### src/rtl/i2c_rxc_pkg.sv
package i2c_rxc_pkg;

  // Acknowledge level presented to the byte shifter
  typedef enum logic {
    RSP_NACK = 1'b0,
    RSP_ACK  = 1'b1
  } ack_rsp_e;

  // Value stored when software programs a zero count: 2**cnt_w bytes
  function automatic logic [7:0] full_count(input int unsigned cnt_w);
    full_count = 8'(1 << cnt_w);
  endfunction

endpackage

### src/rtl/rxc_count_reg.sv
module rxc_count_reg #(
  parameter int unsigned CNT_W  = 4,
  parameter int unsigned LOAD_W = CNT_W + 1
) (
  input  logic              clk,
  input  logic              rst_n,
  input  logic              wr_ok,
  input  logic              cfg_wr,
  input  logic [CNT_W-1:0]  cfg_cnt,
  input  logic              cfg_pol,
  input  logic              byte_take,
  output logic [LOAD_W-1:0] cnt_q,
  output logic              pol_q,
  output logic              last_byte
);
  import i2c_rxc_pkg::*;

  localparam logic [LOAD_W-1:0] FULL = LOAD_W'(full_count(CNT_W));
  localparam logic [LOAD_W-1:0] ONE  = LOAD_W'(1);

  logic do_load;
  logic do_dec;

  assign do_load   = cfg_wr && wr_ok;
  assign do_dec    = byte_take && (cnt_q != '0);
  assign last_byte = byte_take && (cnt_q == ONE);

  always_ff @(posedge clk or negedge rst_n) begin
    if (!rst_n) begin
      cnt_q <= '0;
      pol_q <= 1'b0;
    end else if (do_load) begin
      cnt_q <= (cfg_cnt == '0) ? FULL : {1'b0, cfg_cnt};
      pol_q <= cfg_pol;
    end else if (do_dec) begin
      cnt_q <= cnt_q - ONE;
    end
  end

  // an accepted zero write stores the full count
  a_r2_zero_loads_full: assert property (@(posedge clk) disable iff (!rst_n)
    cfg_wr && wr_ok && (cfg_cnt == '0) |=> cnt_q == FULL);

  // a taken byte lowers a non-zero count by one
  a_r3_decrement: assert property (@(posedge clk) disable iff (!rst_n)
    byte_take && !(cfg_wr && wr_ok) && (cnt_q != '0) |=> cnt_q == $past(cnt_q) - ONE);

  // an empty count stays empty
  a_r12_empty_hold: assert property (@(posedge clk) disable iff (!rst_n)
    !(cfg_wr && wr_ok) && (cnt_q == '0) |=> cnt_q == '0);

  // without write permission the stored state only counts down
  a_r8_ignore_write: assert property (@(posedge clk) disable iff (!rst_n)
    !wr_ok && !byte_take |=> $stable(cnt_q) && $stable(pol_q));

endmodule

### src/rtl/rxc_ack_decide.sv
module rxc_ack_decide #(
  parameter int unsigned LOAD_W = 5
) (
  input  logic              ack_en,
  input  logic [LOAD_W-1:0] cnt,
  input  logic              pol,
  output logic              ack
);
  import i2c_rxc_pkg::*;

  ack_rsp_e rsp;

  always_comb begin
    if (!ack_en) begin
      rsp = RSP_NACK;
    end else if (cnt == LOAD_W'(1)) begin
      rsp = pol ? RSP_ACK : RSP_NACK;
    end else begin
      rsp = RSP_ACK;
    end
  end

  assign ack = (rsp == RSP_ACK);

endmodule

### src/rtl/rxc_flag_ctrl.sv
module rxc_flag_ctrl (
  input  logic clk,
  input  logic rst_n,
  input  logic last_byte,
  input  logic tx_done,
  input  logic tx_empty,
  input  logic irq_wr,
  input  logic irq_wr_val,
  output logic irq_q,
  output logic txe_q
);
  logic tx_evt;
  logic irq_set;
  logic irq_clr;

  assign tx_evt  = tx_done && tx_empty;
  assign irq_set = last_byte || tx_evt;
  assign irq_clr = irq_wr && !irq_wr_val;

  always_ff @(posedge clk or negedge rst_n) begin
    if (!rst_n) begin
      irq_q <= 1'b0;
    end else if (irq_set) begin
      irq_q <= 1'b1;
    end else if (irq_clr) begin
      irq_q <= 1'b0;
    end
  end

  always_ff @(posedge clk or negedge rst_n) begin
    if (!rst_n) begin
      txe_q <= 1'b0;
    end else if (tx_evt) begin
      txe_q <= 1'b1;
    end else if (irq_clr && irq_q && !tx_empty) begin
      txe_q <= 1'b0;
    end
  end

  // the final byte raises the interrupt
  a_r5_last_sets_irq: assert property (@(posedge clk) disable iff (!rst_n)
    last_byte |=> irq_q);

  // a transmit-empty completion raises both flags
  a_r10_txe_sets: assert property (@(posedge clk) disable iff (!rst_n)
    tx_done && tx_empty |=> irq_q && txe_q);

  // a zero write with no competing event clears the interrupt
  a_r9_clear: assert property (@(posedge clk) disable iff (!rst_n)
    irq_wr && !irq_wr_val && !last_byte && !(tx_done && tx_empty) |=> !irq_q);

  // the interrupt never rises without an event
  a_r9_no_spurious: assert property (@(posedge clk) disable iff (!rst_n)
    !irq_q && !last_byte && !(tx_done && tx_empty) |=> !irq_q);

  // the transmit-empty flag holds while the FIFO is still empty
  a_r11_txe_hold: assert property (@(posedge clk) disable iff (!rst_n)
    txe_q && tx_empty |=> txe_q);

endmodule

### src/rtl/i2c_rx_count_ctrl.sv
module i2c_rx_count_ctrl #(
  parameter int unsigned CNT_W = 4
) (
  input  logic             clk,
  input  logic             rst_n,
  input  logic             fifo_en,
  input  logic             ack_en,
  input  logic             cfg_wr,
  input  logic [CNT_W-1:0] cfg_cnt,
  input  logic             cfg_ack_last,
  input  logic             irq_wr,
  input  logic             irq_wr_val,
  input  logic             rx_valid,
  output logic             rx_ready,
  output logic             ack_out,
  input  logic             tx_done,
  input  logic             tx_fifo_empty,
  output logic [CNT_W-1:0] rd_cnt,
  output logic             rd_ack_last,
  output logic             irq_flag,
  output logic             txe_flag
);
  localparam int unsigned LOAD_W = CNT_W + 1;

  logic [LOAD_W-1:0] cnt_q;
  logic              pol_q;
  logic              last_byte;
  logic              byte_take;
  logic              wr_ok;
  logic              irq_q;
  logic              txe_q;

  assign rx_ready  = !irq_q;
  assign byte_take = rx_valid && rx_ready;
  assign wr_ok     = fifo_en && irq_q;

  rxc_count_reg #(.CNT_W(CNT_W), .LOAD_W(LOAD_W)) u_count (
    .clk       (clk),
    .rst_n     (rst_n),
    .wr_ok     (wr_ok),
    .cfg_wr    (cfg_wr),
    .cfg_cnt   (cfg_cnt),
    .cfg_pol   (cfg_ack_last),
    .byte_take (byte_take),
    .cnt_q     (cnt_q),
    .pol_q     (pol_q),
    .last_byte (last_byte)
  );

  rxc_ack_decide #(.LOAD_W(LOAD_W)) u_ack (
    .ack_en (ack_en),
    .cnt    (cnt_q),
    .pol    (pol_q),
    .ack    (ack_out)
  );

  rxc_flag_ctrl u_flags (
    .clk        (clk),
    .rst_n      (rst_n),
    .last_byte  (last_byte),
    .tx_done    (tx_done),
    .tx_empty   (tx_fifo_empty),
    .irq_wr     (irq_wr),
    .irq_wr_val (irq_wr_val),
    .irq_q      (irq_q),
    .txe_q      (txe_q)
  );

  assign rd_cnt      = cnt_q[CNT_W-1:0];
  assign rd_ack_last = pol_q;
  assign irq_flag    = irq_q;
  assign txe_flag    = txe_q;

  // offered bytes are not counted while the interrupt is set
  a_r4_frozen: assert property (@(posedge clk) disable iff (!rst_n)
    irq_q && !cfg_wr |=> $stable(cnt_q));

  // general acknowledge off means not-acknowledge for every byte
  a_r6_no_ack_when_off: assert property (@(posedge clk) disable iff (!rst_n)
    !ack_en |-> !ack_out);

  // final byte with policy 0 is refused
  a_r7_last_nack: assert property (@(posedge clk) disable iff (!rst_n)
    ack_en && (cnt_q == LOAD_W'(1)) && !pol_q |-> !ack_out);

endmodule

### config.mk
export PLATFORM = sky130hd
export DESIGN_NAME = i2c_rx_count_ctrl
export DESIGN_NICKNAME = d
export VERILOG_FILES = /design/src/rtl/i2c_rxc_pkg.sv /design/src/rtl/rxc_count_reg.sv /design/src/rtl/rxc_ack_decide.sv /design/src/rtl/rxc_flag_ctrl.sv /design/src/rtl/i2c_rx_count_ctrl.sv
export SDC_FILE = /design/constraint.sdc
export NUM_CORES = 1
export LEC_CHECK = 0
export BUFFER_PORTS_ARGS = -buffer_cell sky130_fd_sc_hd__buf_2
export CAP_MARGIN = 25
export CORE_AREA = 5 5 42 44
export DETAILED_ROUTE_END_ITERATION = 16
export DIE_AREA = 0 0 47 49
export GPL_TIMING_DRIVEN = 0
export PLACE_DENSITY = 0.73
export SLEW_MARGIN = 20
export SYNTH_ARGS = -nofsm -noshare
export SYNTH_HDL_FRONTEND = slang
export SYNTH_HIERARCHICAL = 1
export SYNTH_SLANG_ARGS = --single-unit
### constraint.sdc
create_clock -name clk -period 2.3 [get_ports clk]
set_input_delay 0.115 -clock clk [delete_from_list [all_inputs] [get_ports clk]]
set_output_delay 0.115 -clock clk [all_outputs]
set_load 0.1 [all_outputs]
==> flow_summary_export.csv, run 1 <==
group,metric,value,unit
sta,setup_viol,0,
critical_path,crit_type,"reg2out",
power,ir_worst_vdd,603,uV
routing,drt-total-wl,1270,microns
clocking,cts_tree,"yes",
power,leakage,0.318,nW
logic_synthesis,synth_area_leader_cell,"dfrtp_1",
sta,tns,0,ns
routing,routed_via_density,5.22,
clocking,clk_path_buf_depth,2,
placed_design,globalplace.congestion,0.773,
global_route,overflow,0,
logic_synthesis,synth-edff-count,0,
cells_and_area,mostFrequentLayoutCell,"buf_2",
floorplanning,ioPinCount,24,
placed_design,hpwl,966,microns
sta,setup_slack,0.457,ns
routing,first_iter_violations,4,
cells_and_area,finish.utilization,0.469,
global_route,grt_pass1_vias,474,
worst_hold_path,hold_path.class,"in2reg",
sta,finalHoldViolCount,0,
critical_path,required,2.18,ns
clocking,clock_tree.root_cell,"clkbuf_4",
logic_synthesis,yosys_warnings,6,
critical_path,worstPathMaxFanout,5,
cells_and_area,finalNetCount,96,
clocking,clk-insertion-delay-late,0.25,ns
floorplanning,row_count,14,
routing,dr.pass1.iters,2,
routing,vias,485,
cells_and_area,syn_to_final_growth,34.3,%
logic_synthesis,syn_avg_cell_area,9.78,sq um
logic_synthesis,ys_top_cells_by_area,"dfrtp_1 (41%), ha_1 (5.1%), or4b_1 (4.1%), a31oi_1 (3.8%), nand2_1 (3.8%)",
routing,wire_per_inst,13.6,microns
sta,tightest_slew,0.490,ns
critical_path,end_kind,"output pin",
logic_synthesis,synth_ff_type,"dfrtp_1",
critical_path,path_cells,"or4b_1, o31a_1, buf_2",
logic_synthesis,syn_inst,50,
logic_synthesis,syn-cell-area,489,sq um
global_route,grt_max_degree,9,
logic_synthesis,async_flop_share,1.00,
logic_synthesis,synth_fp_nets,67,
placed_design,pre_cts_slack,0.500,ns
sta,finalWorstPathRequiredPeriod,1.84,ns
sta,rsz0062_at_grt,"false",
logic_synthesis,ys_seq_area_frac,0.409,
global_route,antenna_found_initial,0,
sta,slew_violations,0,
run,cap_viol_max_count,0,
global_route,grtUsageTotal,0.121,
critical_path,rr_worst_depth,4,
sta,slew_headroom,0.676,
worst_hold_path,min_path_cells,3,
power,powerDensity,1310,mW/mm^2
clocking,cts.clk_slew.worst_paths,0.05,ns
global_route,grt_pass1_wl,2010,microns
logic_synthesis,yosysTopAreaCellShare,0.409,
logic_synthesis,ys_ff_latch,8,
critical_path,critPathSlowestCell,"or4b_1",
cells_and_area,seq_area,200,sq um
logic_synthesis,synthDistinctLibCells,26,
floorplanning,start_util,0.349,
sta,fmax,543,MHz
floorplanning,die_y,49,microns
clocking,clock_sinks,8,
floorplanning,core-area,0.00140,sq mm
clocking,cts_buffers,3,
cells_and_area,antennaDiodeCount,0,
floorplanning,die-area,0.00230,sq mm
clocking,cts_setup_buffers,0,
sta,clock_skew,0.00165,ns
cells_and_area,multiInputGateArea,274,sq um
critical_path,slowest_delay,0.52,ns
cells_and_area,drive_gt1_frac,0.429,
cells_and_area,final_cell_mix,"buf_2 (23), dfrtp_1 (8), nor2_1 (5), nand2_1 (5), inv_1 (4)",
routing,drc,0,
clocking,h-tree-depth,1,
floorplanning,die_w,47,microns
cells_and_area,n_fill_cell,146,
status,outcome,"complete, no violations",
routing,drtAntennaViolNets,0,
critical_path,arrival,1.73,ns
critical_path,cp-start-kind,"flop",
placed_design,numPortBuffers,23,
power,total_power,863,uW
sta,fin_crit_sh,0.801,
routing by layer:
metal  vias to the layer above  GRT usage  part of all wire
li1                        242          -                 -
met1                       228      0.145              0.45
met2                        13      0.188              0.46
met3                         2     0.0295             0.070
met4                         0     0.0691            0.0095
met5                         -          0                 0
where the power goes:
group / switching, mW / internal, mW / total, mW
Clock: 0.0459 / 0.0596 / 0.105
Combinational: 0.413 / 0.105 / 0.518
Sequential: 0.0585 / 0.181 / 0.240
path summary, 6_finish.rpt:
| check | end | from | slack, ns |
|---|---|---|---|
| setup reg to reg | u_count/cnt_q[3]$_DFFE_PN0P_ | u_flags/irq_q$_DFFE_PN0P_ | 0.48 |
| hold reg to reg | u_flags/txe_q$_DFFE_PN0P_ | u_flags/txe_q$_DFFE_PN0P_ | 0.50 |
| min in group asynchronous | u_count/cnt_q[1]$_DFFE_PN0P_ | rst_n | 0.23 |
| max in group asynchronous | u_count/pol_q$_DFFE_PN0P_ | rst_n | 1.90 |
| setup / recovery | ack_out | u_count/cnt_q[1]$_DFFE_PN0P_ | 0.46 |
| hold / removal | u_count/cnt_q[1]$_DFFE_PN0P_ | cfg_cnt[1] | 0.10 |
logic make-up (layout without fill, tap and decap cells):
| family | after synthesis | in the layout | synth area share |
|---|---|---|---|
| mux | 1 | 1 | 0.0230 |
| flops | 8 | 8 | 0.409 |
| simple gates | 23 | 23 | 0.299 |
| buf+inv | 4 | 31 | 0.0307 |
| fa+ha+maj | 2 | 2 | 0.0511 |
| compound gates | 12 | 12 | 0.187 |
timing repair:
item | CTS | global route
hold buffers | 1 | 0
hold endpoints to repair | 8 | 0
resized for setup | 0 | 0
cells in the mapped netlist, types with 2 or more instances:
library cell and instances:
nand2_1 5, or4b_1 2, and2_1 2, dfrtp_1 8
ha_1 2, inv_1 4, a21oi_1 2, nor2_1 5
a31oi_1 3
worst max-delay path, delay by kind of cell (launching register included):
family,cells,cell delay [ns]
AOI/OAI and AO/OA,1,0.25
and+or+nand+nor,1,0.52
buffers and inverters,1,0.29
DFF,1,0.41
per-stage QoR:
step / hold slack (ns) / instances / cell area (sq um)
after global routing: 0.0964 / 93 / 657
after detailed placement: -0.0309 / 89 / 624
after floorplan: -0.181 / 50 / 489
final: 0.100 / 93 / 657
after CTS: 0.0880 / 93 / 657
after global placement: -0.0330 / 89 / 624
registers in the layout, summed over array words and instances (netlist names):
signal         flops
u_flags/txe_q      1
u_count/cnt_q      5
u_flags/irq_q      1
u_count/pol_q      1
cell type report:
| type | count | area share |
|---|---|---|
| inverters | 4 | 0.0229 |
| clock buffers | 3 | 0.0343 |
| repair buffers | 24 | 0.190 |
| multi-input cells | 38 | 0.417 |
| flip-flops and latches | 8 | 0.305 |
| well taps | 16 | 0.0305 |
No activity file was read; power rests on OpenSTA's default activity.
==> run 2, diff against run 1 <==
- ABC_AREA: not set -> 1
- CORE_AREA: 5 5 42 44 -> not set
- CORE_MARGIN: not set -> 5
- CORE_UTILIZATION: not set -> 40
- DIE_AREA: 0 0 47 49 -> not set
- PLACE_DENSITY: 0.73 -> 0.79
- clock period: 2.3 -> 1.6 ns (I/O delays scaled with it)
==> run 2 against run 1 <==
Against the previous run:
- clock power grew 59%
- clock-buffer cell count grew 1
- total power grew 83%
- critical path depth grew 2
- utilization grew 9.1 points
- register-to-register slack lost 0.28 ns
- critical endpoint unchanged
- largest power group unchanged
==> flow_summary_export.csv, run 2 <==
group,metric,value,unit
status,outcome,"complete, no violations",
sta,slew_headroom,0.678,
power,powerDensity,2170,mW/mm^2
sta,finalWorstPathRequiredPeriod,1.44,ns
cells_and_area,final_cell_mix,"buf_2 (23), nand2_1 (21), inv_1 (11)",
cells_and_area,top_register,"u_count/cnt_q",
sta,setup_slack,0.164,ns
floorplanning,die-area,0.00220,sq mm
power,leakage,0.411,nW
routing,drt-total-wl,1250,microns
logic_synthesis,synth_fp_nets,93,
critical_path,worstPathMaxFanout,7,
cells_and_area,finalNetCount,122,
placed_design,pre_cts_slack,0.235,ns
global_route,overflow,0,
critical_path,end_kind,"output pin",
logic_synthesis,async_flop_share,1.00,
clocking,clock_tree.root_cell,"clkbuf_4",
cells_and_area,antennaDiodeCount,0,
logic_synthesis,yosysMostFrequentCell,"nand2_1",
routing,dr.pass1.iters,4,
logic_synthesis,yosysTopAreaCellShare,0.368,
worst_hold_path,hold_path.class,"in2reg",
run,cap_viol_max_count,0,
sta,fmax,696,MHz
power,p_sw_frac,0.620,
power,p_sw,980,uW
clocking,clock_sinks,8,
routing,wire_per_inst,10.5,microns
routing,first_iter_violations,20,
critical_path,slowest_delay,0.45,ns
clocking,cts_hold_buf,1,
sta,tightest_slew,0.486,ns
cells_and_area,fin_area,728,sq um
cells_and_area,multiInputGateArea,310,sq um
cells_and_area,drive_gt1_frac,0.394,
clocking,cts_setup_buffers,0,
critical_path,path_common_cell,"nor2_1",
floorplanning,die_w,46.9,microns
clocking,clk-insertion-delay-late,0.26,ns
global_route,grtUsageTotal,0.135,
logic_synthesis,synth_common_cells,"nand2_1 (21), inv_1 (11), nor2_1 (10), dfrtp_1 (8), nand3_1 (6)",
global_route,antenna_found_initial,0,
floorplanning,row_count,13,
sta,setup_viol,0,
sta,fin_crit_sh,0.898,
critical_path,critPathSlowestCell,"dfrtp_2",
logic_synthesis,synth_ff_type,"dfrtp_1",
logic_synthesis,synthDistinctLibCells,17,
global_route,grt_max_degree,9,
placed_design,globalplace.congestion,0.741,
logic_synthesis,yosys_warnings,6,
sta,clock_skew,0.00859,ns
cells_and_area,seq_area,206,sq um
global_route,grt_pass1_wl,2100,microns
logic_synthesis,synth-edff-count,0,
floorplanning,start_util,0.418,
logic_synthesis,syn_avg_cell_area,7.16,sq um
sta,rsz0062_at_grt,"false",
sta,finalHoldViolCount,0,
placed_design,placed_area,692,sq um
routing,drc,0,
routing,vias,561,
power,power_frac_clock,0.105,
power,p_seq_frac,0.238,
logic_synthesis,ys_seq_area_frac,0.368,
clocking,h-tree-depth,1,
global_route,grt_pass1_vias,518,
clocking,cts_tree,"yes",
cells_and_area,mostFrequentLayoutCell,"buf_2",
critical_path,crit_type,"reg2out",
critical_path,cp-start-kind,"flop",
critical_path,path_cells,"nor2_1, nand2_1, nor2_1, nor2_4, buf_2",
critical_path,arrival,1.36,ns
cells_and_area,n_fill_cell,128,
cells_and_area,finish.utilization,0.560,
logic_synthesis,ys_ff_latch,8,
clocking,cts_resized,0,
routing,routed_via_density,4.71,
power,power.share.combinational,0.656,
floorplanning,core-area,0.00130,sq mm
clocking,cts_buffers,3,
cells_and_area,syn_to_final_growth,33.8,%
placed_design,numPortBuffers,23,
logic_synthesis,synth_area_leader_cell,"dfrtp_1",
routing,drtAntennaViolNets,0,
power,ir_worst_vdd,1120,uV
clocking,clk_path_buf_depth,2,
logic_synthesis,ys_top_cells_by_area,"dfrtp_1 (37%), nand2_1 (14%), inv_1 (7.6%), nor2_1 (6.9%), nand2_4 (6.2%)",
placed_design,hpwl,984,microns
logic_synthesis,syn_inst,76,
power,total_power,1.58,mW
sta,tns,0,ns
clocking,cts.clk_slew.worst_paths,0.06,ns
logic_synthesis,syn-cell-area,544,sq um
critical_path,required,1.52,ns
cells_and_area,largest_reg_flops,5,
floorplanning,ioPinCount,24,
power,p_int,602,uW
floorplanning,die_y,46.9,microns
sta,slew_violations,0,
==> run 2: layout make-up <==
type	instances	share of cell area
clock buffers	4	0.0361
inverters	11	0.0567
multi-input cells	57	0.426
flip-flops and latches	8	0.284
well taps	15	0.0258
repair buffers	24	0.172
==> run 2: critical path: cells and delay by family (launching register included) <==
kind          cells  cell delay [ns]
flops             1             0.45
simple gates      4             0.36
buf+inv           1             0.28
==> run 2: path summary, 6_finish.rpt <==
check,start,end,slack [ns],cells after the start
max in group asynchronous,rst_n,u_flags/irq_q$_DFFE_PN0P_,1.21,2
min,cfg_ack_last,u_count/pol_q$_DFFE_PN0P_,0.03,3
min reg2reg,u_count/pol_q$_DFFE_PN0P_,u_count/pol_q$_DFFE_PN0P_,0.52,2
max reg2reg,u_count/cnt_q[0]$_DFFE_PN0P_,u_count/cnt_q[0]$_DFFE_PN0P_,0.20,7
min in group asynchronous,rst_n,u_count/cnt_q[4]$_DFFE_PN0P_,0.20,2
max,u_count/cnt_q[3]$_DFFE_PN0P_,ack_out,0.16,5
==> run 2: cells by family (layout without fill, tap and decap cells) <==
group	count (synthesis)	after routing	share of synthesized area
flops	8	8	0.368
xor+xnor	1	1	0.0161
fa+ha+maj	2	2	0.0460
buf+inv	11	39	0.0759
simple gates	46	46	0.407
compound gates	8	8	0.0873
==> run 2: power groups by stage <==
stage,clock network [mW],logic (mW),registers [mW]
after CTS,0.169,1.04,0.377
final,0.167,1.04,0.377
after global placement,0,1.02,0.375
after detailed placement,0,1.03,0.380
after floorplan,0,0.407,0.826
after global routing,0.177,1.10,0.391
==> run 2: per-stage QoR <==
stage,std cells,hold WS [ns]
finish,119,0.0267
global route,119,0.0471
CTS,119,0.0297
detailed placement,114,-0.0687
global placement,114,-0.0757
floorplan,76,-0.216
==> run 2: layer usage <==
layer	up-vias	wire length, microns	global-route usage	share of wire
met2	15	651	0.244	0.52
li1	293	-	-	-
met4	0	12	0.0663	0.0096
met3	2	59	0.0268	0.047
met5	-	0	0	0
met1	251	524	0.148	0.42
